==> src/rtl/bytefifo_pkg.sv <==
package bytefifo_pkg;

  typedef enum logic {
    DIR_RX = 1'b0,
    DIR_TX = 1'b1
  } dir_e;

  // Depth in entries for a given select code and step size
  function automatic int unsigned depth_for(input int unsigned sel, input int unsigned step);
    return step * (sel + 1);
  endfunction

endpackage

==> src/rtl/bytefifo_rst_sync.sv <==
module bytefifo_rst_sync #(
  parameter int STAGES = 2
) (
  input  logic clk,
  input  logic rst_n,
  output logic rst_sync_n
);
  logic [STAGES-1:0] stg_q;
  logic [STAGES-1:0] stg_d;

  always_comb begin
    stg_d = {stg_q[STAGES-2:0], 1'b1};
  end

  always_ff @(posedge clk or negedge rst_n) begin
    if (!rst_n) stg_q <= '0;
    else        stg_q <= stg_d;
  end

  assign rst_sync_n = stg_q[STAGES-1];
endmodule

==> src/rtl/bytefifo_store.sv <==
module bytefifo_store #(
  parameter int DATA_W  = 8,
  parameter int ENTRIES = 64,
  parameter int PTR_W   = $clog2(ENTRIES)
) (
  input  logic              clk,
  input  logic              wr_en,
  input  logic [PTR_W-1:0]  wr_ptr,
  input  logic [DATA_W-1:0] wr_data,
  input  logic [PTR_W-1:0]  rd_ptr,
  output logic [DATA_W-1:0] rd_data
);
  logic [DATA_W-1:0] slot_q [ENTRIES];

  for (genvar g = 0; g < ENTRIES; g++) begin : g_slot
    logic slot_en;
    assign slot_en = wr_en && (wr_ptr == PTR_W'(g));
    always_ff @(posedge clk) begin
      if (slot_en) slot_q[g] <= wr_data;
    end
  end

  assign rd_data = slot_q[rd_ptr];
endmodule

==> src/rtl/bytefifo_ctrl.sv <==
module bytefifo_ctrl #(
  parameter int SEL_W = 2,
  parameter int STEP  = 16,
  parameter int PTR_W = 6,
  parameter int CNT_W = 7
) (
  input  logic             clk,
  input  logic             rst_n,
  input  logic [SEL_W-1:0] depth_sel,
  input  logic             clear,
  input  logic             push_req,
  input  logic             pop_req,
  output logic             wr_en,
  output logic [PTR_W-1:0] wr_ptr,
  output logic [PTR_W-1:0] rd_ptr,
  output logic [CNT_W-1:0] count,
  output logic [CNT_W-1:0] count_nxt,
  output logic             full,
  output logic             empty,
  output logic             overflow
);
  logic [CNT_W-1:0] depth;
  logic [PTR_W-1:0] last_idx;
  logic             push_ok, pop_ok, drop;
  logic [PTR_W-1:0] wr_ptr_d, rd_ptr_d;
  logic             ovf_d;
  logic             ptr_en, ovf_en;

  assign depth    = CNT_W'(bytefifo_pkg::depth_for(int'(depth_sel), STEP));
  assign last_idx = PTR_W'(depth - CNT_W'(1));
  assign full     = (count == depth);
  assign empty    = (count == '0);

  always_comb begin
    pop_ok  = pop_req && !empty;
    push_ok = push_req && (!full || pop_ok);
    drop    = push_req && !push_ok;
    wr_en   = push_ok && !clear;

    count_nxt = count;
    wr_ptr_d  = wr_ptr;
    rd_ptr_d  = rd_ptr;
    ovf_d     = overflow;
    if (clear) begin
      count_nxt = '0;
      wr_ptr_d  = '0;
      rd_ptr_d  = '0;
      ovf_d     = 1'b0;
    end else begin
      if (push_ok && !pop_ok)      count_nxt = count + CNT_W'(1);
      else if (pop_ok && !push_ok) count_nxt = count - CNT_W'(1);
      if (push_ok) wr_ptr_d = (wr_ptr == last_idx) ? '0 : wr_ptr + PTR_W'(1);
      if (pop_ok)  rd_ptr_d = (rd_ptr == last_idx) ? '0 : rd_ptr + PTR_W'(1);
      if (drop)    ovf_d    = 1'b1;
    end
  end

  assign ptr_en = clear || push_ok || pop_ok;
  assign ovf_en = clear || drop;

  always_ff @(posedge clk or negedge rst_n) begin
    if (!rst_n) begin
      count  <= '0;
      wr_ptr <= '0;
      rd_ptr <= '0;
    end else if (ptr_en) begin
      count  <= count_nxt;
      wr_ptr <= wr_ptr_d;
      rd_ptr <= rd_ptr_d;
    end
  end

  always_ff @(posedge clk or negedge rst_n) begin
    if (!rst_n)      overflow <= 1'b0;
    else if (ovf_en) overflow <= ovf_d;
  end
endmodule

==> src/rtl/bytefifo_thresh.sv <==
module bytefifo_thresh #(
  parameter int THR_W = 6,
  parameter int CNT_W = 7
) (
  input  logic             clk,
  input  logic             rst_n,
  input  logic             tx_mode,
  input  logic             clear,
  input  logic [THR_W-1:0] thresh,
  input  logic [CNT_W-1:0] count,
  input  logic [CNT_W-1:0] count_nxt,
  output logic             rx_irq,
  output logic             tx_irq,
  output logic             tx_active
);
  logic [CNT_W-1:0] thr_raw, thr_eff;
  logic             act_d;

  assign thr_raw = CNT_W'(thresh);
  assign thr_eff = thr_raw + CNT_W'(1);

  assign rx_irq = (tx_mode == bytefifo_pkg::DIR_RX) && (count >= thr_eff);
  assign tx_irq = (tx_mode == bytefifo_pkg::DIR_TX) && (count <= thr_raw);

  always_comb begin
    if (clear || (tx_mode != bytefifo_pkg::DIR_TX)) act_d = 1'b0;
    else if (tx_active)                              act_d = (count_nxt != '0);
    else                                             act_d = (count_nxt >= thr_eff);
  end

  always_ff @(posedge clk or negedge rst_n) begin
    if (!rst_n) tx_active <= 1'b0;
    else        tx_active <= act_d;
  end
endmodule

==> src/rtl/bytefifo_top.sv <==
module bytefifo_top #(
  parameter int DATA_W = 8,
  parameter int SEL_W  = 2,
  parameter int THR_W  = 6,
  parameter int STEP   = 16,
  localparam int MAX_DEPTH = STEP * (2 ** SEL_W),
  localparam int PTR_W     = $clog2(MAX_DEPTH),
  localparam int CNT_W     = $clog2(MAX_DEPTH + 1)
) (
  input  logic              clk,
  input  logic              rst_n,
  input  logic              tx_mode,
  input  logic [SEL_W-1:0]  depth_sel,
  input  logic [THR_W-1:0]  thresh,
  input  logic              fifo_clear,
  input  logic              host_push,
  input  logic [DATA_W-1:0] host_wdata,
  input  logic              host_pop,
  input  logic              eng_push,
  input  logic [DATA_W-1:0] eng_wdata,
  input  logic              eng_pop,
  output logic [DATA_W-1:0] rd_data,
  output logic [CNT_W-1:0]  fill_count,
  output logic              full,
  output logic              empty,
  output logic              overflow,
  output logic              rx_irq,
  output logic              tx_irq,
  output logic              tx_active
);
  logic              rst_int_n;
  logic              push_req, pop_req, wr_en;
  logic [DATA_W-1:0] wdata;
  logic [PTR_W-1:0]  wr_ptr, rd_ptr;
  logic [CNT_W-1:0]  count_nxt;

  bytefifo_rst_sync #(.STAGES(2)) u_rst (
    .clk(clk), .rst_n(rst_n), .rst_sync_n(rst_int_n)
  );

  // Direction routing: transmit loads from host, receive loads from engine
  always_comb begin
    if (tx_mode == bytefifo_pkg::DIR_TX) begin
      push_req = host_push;
      wdata    = host_wdata;
      pop_req  = eng_pop;
    end else begin
      push_req = eng_push;
      wdata    = eng_wdata;
      pop_req  = host_pop;
    end
  end

  bytefifo_ctrl #(.SEL_W(SEL_W), .STEP(STEP), .PTR_W(PTR_W), .CNT_W(CNT_W)) u_ctrl (
    .clk(clk), .rst_n(rst_int_n), .depth_sel(depth_sel), .clear(fifo_clear),
    .push_req(push_req), .pop_req(pop_req), .wr_en(wr_en),
    .wr_ptr(wr_ptr), .rd_ptr(rd_ptr), .count(fill_count), .count_nxt(count_nxt),
    .full(full), .empty(empty), .overflow(overflow)
  );

  bytefifo_store #(.DATA_W(DATA_W), .ENTRIES(MAX_DEPTH), .PTR_W(PTR_W)) u_store (
    .clk(clk), .wr_en(wr_en), .wr_ptr(wr_ptr), .wr_data(wdata),
    .rd_ptr(rd_ptr), .rd_data(rd_data)
  );

  bytefifo_thresh #(.THR_W(THR_W), .CNT_W(CNT_W)) u_thr (
    .clk(clk), .rst_n(rst_int_n), .tx_mode(tx_mode), .clear(fifo_clear),
    .thresh(thresh), .count(fill_count), .count_nxt(count_nxt),
    .rx_irq(rx_irq), .tx_irq(tx_irq), .tx_active(tx_active)
  );
endmodule

==> config.mk <==
export PLATFORM = sky130hd
export DESIGN_NAME = bytefifo_top
export DESIGN_NICKNAME = d
export VERILOG_FILES = /design/src/rtl/bytefifo_pkg.sv /design/src/rtl/bytefifo_rst_sync.sv /design/src/rtl/bytefifo_store.sv /design/src/rtl/bytefifo_ctrl.sv /design/src/rtl/bytefifo_thresh.sv /design/src/rtl/bytefifo_top.sv
export SDC_FILE = /design/constraint.sdc
export NUM_CORES = 1
export LEC_CHECK = 0
export ABC_AREA = 1
export BUFFER_PORTS_ARGS = -buffer_cell sky130_fd_sc_hd__buf_2
export CAP_MARGIN = 30
export CORE_UTILIZATION = 58
export CTS_BUF_LIST = sky130_fd_sc_hd__clkbuf_2 sky130_fd_sc_hd__clkbuf_4 sky130_fd_sc_hd__clkbuf_8
export CTS_CLUSTER_DIAMETER = 120
export DETAILED_ROUTE_END_ITERATION = 10
export PLACE_DENSITY = 0.81
export SETUP_SLACK_MARGIN = 0.02
export SLEW_MARGIN = 10
export SYNTH_ARGS = -nofsm -noshare
export SYNTH_HDL_FRONTEND = slang
export SYNTH_SLANG_ARGS = --single-unit
==> constraint.sdc <==
create_clock -name clk -period 4.2 [get_ports clk]
set_clock_uncertainty 0.1 [all_clocks]
set_input_delay 0 -clock clk [delete_from_list [all_inputs] [get_ports clk]]
set_output_delay 0 -clock clk [all_outputs]
set_load 0.03 [all_outputs]
==> run_results.csv, run 1 <==
group,metric,value,unit
layout,num_antenna_cells,0,
status,outcome,"complete, no violations",
global_routing,antenna_found_initial,0,
worst_setup_path,criticalPathCategory,"input port to flip-flop",
worst_setup_path,cp_max_fo,13,
sta,worst_pin_slew,1070,ps
pwr,net-switching-power,3.71,mW
yosys,postSynthNetCount,1951,
layout,mostFrequentLayoutCell,"edfxtp_1",
worst_setup_path,cp_slowest_cell,"dlygate4sd3_1",
yosys,ys.flop_type,"edfxtp_1",
layout,final_cell_count_no_fill,2521,
worst_setup_path,path_cells,"dlygate4sd3_1 -> buf_2 -> inv_1 -> nand2_1 -> nand2_4 -> dlygate4sd3_1 -> nand2_8 -> nand3_4 -> dlygate4sd3_1 -> nand3_1 -> nand3_1 -> inv_1 -> ha_1 -> nand2_1 -> o21ai_0 -> nand4_1 -> o2111ai_1 -> o21ai_0 -> a21oi_1",
pwr,p_per_area,494,nW/µm²
clock_tree,h-tree-depth,3,
die,die_x,201,µm
worst_setup_path,arrival,4340,ps
clock_tree,clock_latency,660,ps
yosys,yosysWarningCount,0,
yosys,syn_inst,1889,
place,dp_hpwl,34700,µm
place,io_buffers,52,
layout,nFillCells,2703,
pwr,p_int,8.76,mW
layout,final_nets,2002,
sta,finalHoldViolCount,0,
yosys,synth_seq_area_share,69.6,%
sta,maxSlewHeadroom,28.6,%
worst_setup_path,cp-end-kind,"flip-flop",
detailed_routing,avgRoutedWirePerCell,24.1,µm
sta,tns,0,ps
sta,min_period,3930,ps
place,dpl_worst_slack,954,ps
detailed_routing,vias,16200,
global_routing,grt_first_pass_wirelength,90600,µm
pwr,power_leakage,8.71,nW
clock_tree,clkTransAtPathRegs,70,ps
die,core_area,38800,µm²
clock_tree,cts_buffers,83,
detailed_routing,drt_drc_violations_left,0,
layout,layout_common_cells,"512 x edfxtp_1, 364 x nor2_1, 264 x o21ai_0, 153 x nand2_1",
worst_setup_path,crit_buf_inv,6,
worst_setup_path,start_kind,"input port",
worst_setup_path,cp.required,4610,ps
place,gp_congestion,0.934,
global_routing,grt_overflow,0,
detailed_routing,wl,60600,µm
yosys,yosysUniqueCellTypes,45,
pwr,comb_power_share,18.3,%
sta,setup_viol,0,
clock_tree,cts_tree,"done",
die,die_y,201,µm
clock_tree,cts_max_path_buffers,3,
yosys,syn_area_per_cell,12.1,µm²
sta,timing.fmax,254,MHz
flow_run,cap_violations,0,
clock_tree,cts.repair.resized,0,
sta,finalWorstSetupSlack,266,ps
detailed_routing,first_pass_iters,6,
worst_setup_path,cp_common_cell,"dlygate4sd3_1",
pwr,clockPowerShare,33.6,%
layout,register_area,16000,µm²
layout,multi_input_area,6200,µm²
detailed_routing,vias_per_cell,6.43,
yosys,syn-cell-area,22900,µm²
detailed_routing,drt_iter0_drc,2426,
global_routing,grt_usage,29.9,%
layout,drive_gt1_share,13.3,%
sta,fin_crit_sh,93.7,%
global_routing,grt_max_degree,258,
worst_setup_path,max_stage_delay,750,ps
sta,slew_violations,0,
clock_tree,clockRootBuffer,"clkbuf_8",
pwr,pwr-share-seq,48.1,%
pwr,ir_worst_vdd,320,µV
pwr,switching_share,29.8,%
hold_path,hold_class,"flip-flop to async pin",
place,place_inst,2357,
yosys,ys_seq_elements,535,
die,initial_core_util,59.0,%
layout,area_growth_syn_to_layout,10.2,%
die,die_area,40300,µm²
yosys,async_reset_ff_share,4.30,%
yosys,synth_edf_count,512,
die,std_cell_rows,72,
sta,rsz0062_at_grt,"no",
die,ioPinCount,53,
layout,fin_util,65.0,%
worst_setup_path,path_delay_family,"buffers and inverters",
clock_tree,cts_num_sinks,535,
global_routing,grt_pass1_vias,15800,
detailed_routing,ant_nets,0,
worst register-to-register path, stage by stage (launching register included):
cell	delay [ps]
dfrtp_1	440
inv_1	240
ha_1	240
nand2_4	70
nor2_2	150
nand2_4	90
nand3_4	110
dlygate4sd3_1	740
nand3_1	120
nand3_1	160
inv_1	80
ha_1	310
nand2_1	70
o21ai_0	70
nand4_1	80
o2111ai_1	140
o21ai_0	200
a21oi_1	60
stage by stage:
| stage | area, µm² | hold slack [ps] | total power [mW] |
|---|---|---|---|
| global placement | 23500 | -313 | 8.24 |
| finish | 25200 | 23.4 | 12.5 |
| detailed placement | 23500 | -311 | 8.31 |
| floorplan | 22900 | -396 | 7.68 |
| CTS | 25200 | 7.59 | 12.4 |
| global route | 25200 | 31.9 | 12.9 |
power by group through the flow:
stage / Sequential [mW] / Clock (mW) / Combinational (mW)
6_report: 6.00 / 4.19 / 2.28
5_1_grt: 6.00 / 4.45 / 2.45
4_1_cts: 6.00 / 4.22 / 2.22
3_5_place_dp: 6.11 / 0 / 2.19
3_3_place_gp: 6.11 / 0 / 2.13
2_1_floorplan: 6.12 / 0 / 1.56
cell families (layout without fill, tap and decap cells):
logic type	count (synthesis)	in the layout	share of synthesized area, %
simple gates	687	687	13.5
fa+ha+maj	30	30	1.64
flops	535	535	69.6
xor+xnor	15	15	0.573
compound gates	440	440	11.0
buf+inv	181	295	3.59
other cells	1	1	0.0164
layer usage:
layer,GRT usage (%),wire (µm),part of all wire [%]
met1,41.7,22400,37
met2,44.7,27500,45
met3,7.01,8120,13
met4,14.6,2660,4.4
met5,0,0,0
sequential cells by signal, indices dropped and copies added, names as in the netlist:
signal	cells
u_ctrl.count	7
u_ctrl.overflow	1
u_ctrl.rd_ptr	6
u_ctrl.wr_ptr	6
u_rst.stg_q	2
u_store.slot_q	512
u_thr.tx_active	1
synthesized netlist by cell type, types with 12 or more instances:
library cell / count / share of area, %
edfxtp_1: 512 / 67
nor2_1: 365 / 6.0
o21ai_0: 264 / 5.8
nand2_1: 161 / 2.6
nand3_1: 89 / 1.9
clkbuf_1: 72 / 1.2
o22ai_1: 70 / 1.9
inv_1: 52 / 0.85
o221ai_1: 34 / 1.3
ha_1: 30 / 1.6
o211ai_1: 30 / 0.98
a21oi_1: 26 / 0.57
buf_2: 25 / 0.55
dfrtp_1: 23 / 2.5
nand4_1: 20 / 0.55
nor2_2: 12 / 0.33
path summary, 6_finish.rpt:
| check | startpoint | end | slack [ps] | cells past startpoint |
|---|---|---|---|---|
| max reg2reg | u_ctrl.count[0]$_DFFE_PN0N_ | u_thr.tx_active$_DFF_PN0_ | 620 | 17 |
| min reg2reg | u_rst.stg_q[1]$_DFF_PN0_ | u_ctrl.count[4]$_DFFE_PN0N_ | 20 | 0 |
| min in group clk | thresh[5] | u_thr.tx_active$_DFF_PN0_ | 40 | 7 |
| max in group asynchronous | u_rst.stg_q[1]$_DFF_PN0_ | u_ctrl.rd_ptr[0]$_DFFE_PN0P_ | 3550 | 1 |
| min | u_rst.stg_q[1]$_DFF_PN0_ | u_ctrl.count[4]$_DFFE_PN0N_ | 20 | 0 |
| max | tx_mode | u_thr.tx_active$_DFF_PN0_ | 270 | 19 |
what timing repair did:
item | 4_1_cts | 5_1_grt
endpoints found under the hold margin | 21 | 0
buffers inserted | 0 | 0
hold buffers | 15 | 0
layout make-up:
| type | count | share of cell area, % |
|---|---|---|
| clock inverters | 32 | 0.644 |
| inverters | 64 | 0.991 |
| repair buffers | 83 | 2.38 |
| well taps | 518 | 2.57 |
| multi-input cells | 1173 | 24.5 |
| flip-flops and latches | 535 | 63.2 |
| clock buffers | 116 | 5.66 |
Power figures use the tool's default switching activity.
==> run 2, diff against run 1 <==
Settings changed: CELL_PAD_IN_SITES_DETAIL_PLACEMENT set to 0, CELL_PAD_IN_SITES_GLOBAL_PLACEMENT set to 1, PLACE_DENSITY 0.81 to 0.94.
==> run_results.csv, run 2 (same netlist as run 1, synthesis figures left out) <==
group,metric,value,unit
clock_tree,clkTransAtPathRegs,60,ps
place,io_buffers,52,
worst_setup_path,path_delay_family,"buffers and inverters",
worst_setup_path,crit_buf_inv,3,
layout,drive_gt1_share,13.6,%
place,gp_congestion,0.883,
worst_setup_path,start_kind,"flip-flop",
worst_setup_path,cp.required,4100,ps
flow_run,cap_violations,0,
global_routing,grt_pass1_vias,15500,
detailed_routing,ant_nets,0,
sta,slew_violations,0,
clock_tree,cts_num_sinks,535,
layout,area_growth_syn_to_layout,10.8,%
layout,final_nets,2004,
die,die_area,40300,µm²
global_routing,grt_usage,29.8,%
sta,maxSlewHeadroom,35.1,%
clock_tree,clock_latency,650,ps
worst_setup_path,criticalPathCategory,"flip-flop to primary output",
sta,worst_pin_slew,974,ps
die,initial_core_util,59.0,%
detailed_routing,drt_iter0_drc,2191,
sta,timing.fmax,256,MHz
clock_tree,cts_tree,"done",
clock_tree,clockRootBuffer,"clkbuf_8",
global_routing,grt_overflow,0,
die,core_area,38800,µm²
detailed_routing,vias,15800,
worst_setup_path,cp_slowest_cell,"dfrtp_4",
pwr,ir_worst_vdd,332,µV
status,outcome,"complete, no violations",
clock_tree,h-tree-depth,3,
clock_tree,cts_max_path_buffers,3,
detailed_routing,wl,59800,µm
sta,finalHoldViolCount,0,
pwr,power_leakage,8.76,nW
layout,reg.largest.list,"u_store.slot_q (512), u_ctrl.count (7)",
layout,largest_reg_flops,512,
global_routing,antenna_found_initial,0,
worst_setup_path,arrival,3800,ps
layout,regMostFlops,"u_store.slot_q",
global_routing,grt_max_degree,129,
clock_tree,cts_buffers,84,
detailed_routing,drt_drc_violations_left,0,
sta,min_period,3900,ps
detailed_routing,avgRoutedWirePerCell,23.6,µm
die,die_x,201,µm
layout,mostFrequentLayoutCell,"edfxtp_1",
detailed_routing,vias_per_cell,6.25,
die,ioPinCount,53,
die,std_cell_rows,72,
pwr,finalPower,12.8,mW
layout,num_antenna_cells,0,
global_routing,grt_first_pass_wirelength,90100,µm
detailed_routing,first_pass_iters,6,
sta,setup_viol,0,
worst_setup_path,cp_common_cell,"nand2_1",
worst_setup_path,max_stage_delay,800,ps
hold_path,hold_class,"flip-flop to async pin",
place,dp_hpwl,35100,µm
worst_setup_path,cp-end-kind,"primary output",
clock_tree,cts_setup_buffers,0,
worst_setup_path,cp_max_fo,93,
layout,layout_common_cells,"512 x edfxtp_1, 364 x nor2_1, 264 x o21ai_0, 153 x nand2_1, 89 x nand3_1",
sta,tns,0,ps
die,die_y,201,µm
sta,rsz0062_at_grt,"no",
worst_setup_path,path_cells,"inv_2 -> buf_12 -> o21ai_0 -> o22ai_1 -> nand2_1 -> nand4_1 -> nand2_1 -> a21oi_1 -> buf_2",
sta,fin_crit_sh,92.9,%
pwr,p_per_area,502,nW/µm²
[run 2: worst reg2reg max path, delay by kind of cell, from the launching register on]
kind / cells / cell delay [ps]
adder cells (fa/ha/maj): 2 / 580
AO/OA/AOI/OAI: 3 / 310
buffers and inverters: 5 / 990
AND/OR/NAND/NOR: 9 / 940
flip-flops: 1 / 430
[run 2: timing repair]
item | in CTS | in global routing
endpoints found under the setup margin | 0 | 1
resized for setup | 0 | 1
endpoints found under the hold margin | 21 | 0
hold buffers | 16 | 0
[run 2: layout make-up]
cell class | count | area (µm²)
inverters | 64 | 254
multi-input cells | 1173 | 6200
well taps | 518 | 648
flip-flops and latches | 535 | 16000
fillers | 2846 | 13400
repair buffers | 84 | 618
clock buffers | 116 | 1420
clock inverters | 39 | 292
[run 2: final timing paths]
kind                                                    from                            to  slack [ps]  cells past startpoint
worst min-delay path                u_rst.stg_q[1]$_DFF_PN0_   u_ctrl.count[3]$_DFFE_PN0N_          80                      0
worst min register to register      u_rst.stg_q[1]$_DFF_PN0_   u_ctrl.count[3]$_DFFE_PN0N_          80                      0
min in group clk                    u_rst.stg_q[0]$_DFF_PN0_      u_rst.stg_q[1]$_DFF_PN0_         250                      0
worst max register to register   u_ctrl.count[0]$_DFFE_PN0N_     u_thr.tx_active$_DFF_PN0_         730                     19
max in group asynchronous           u_rst.stg_q[1]$_DFF_PN0_  u_ctrl.rd_ptr[1]$_DFFE_PN0P_        3470                      1
worst max-delay path            u_ctrl.rd_ptr[1]$_DFFE_PN0P_                    rd_data[2]         300                      9
[run 2: routing by layer]
layer  track usage [%]  vias to the layer above  part of all wire (%)
met5                 0                        -                     0
met4              14.5                        0                   4.5
met3              5.49                      173                    12
met2              45.9                     1081                    46
met1              41.4                     7550                    38
li1                  -                     7011                     -
[run 2: power by group]
part / internal (mW) / leakage, nW / switching [mW]
logic: 0.630 / 2.94 / 1.59
registers: 5.93 / 4.92 / 0.127
clock network: 2.45 / 0.891 / 2.04
total: 9.01 / 8.76 / 3.75
[run 2: stage by stage]
stage                     setup WS, ps  std cells  instance area (µm²)  util [%]  hold slack, ps
after detailed placement           927       2358                23500      60.6            -314
after global placement            1060       2356                23500      60.5            -314
after global routing              86.4       2529                25400      65.4             108
final                              297       2529                25400      65.4            82.9
after CTS                          362       2529                25400      65.4            64.3
after floorplan                   1330       1889                22900         -            -396
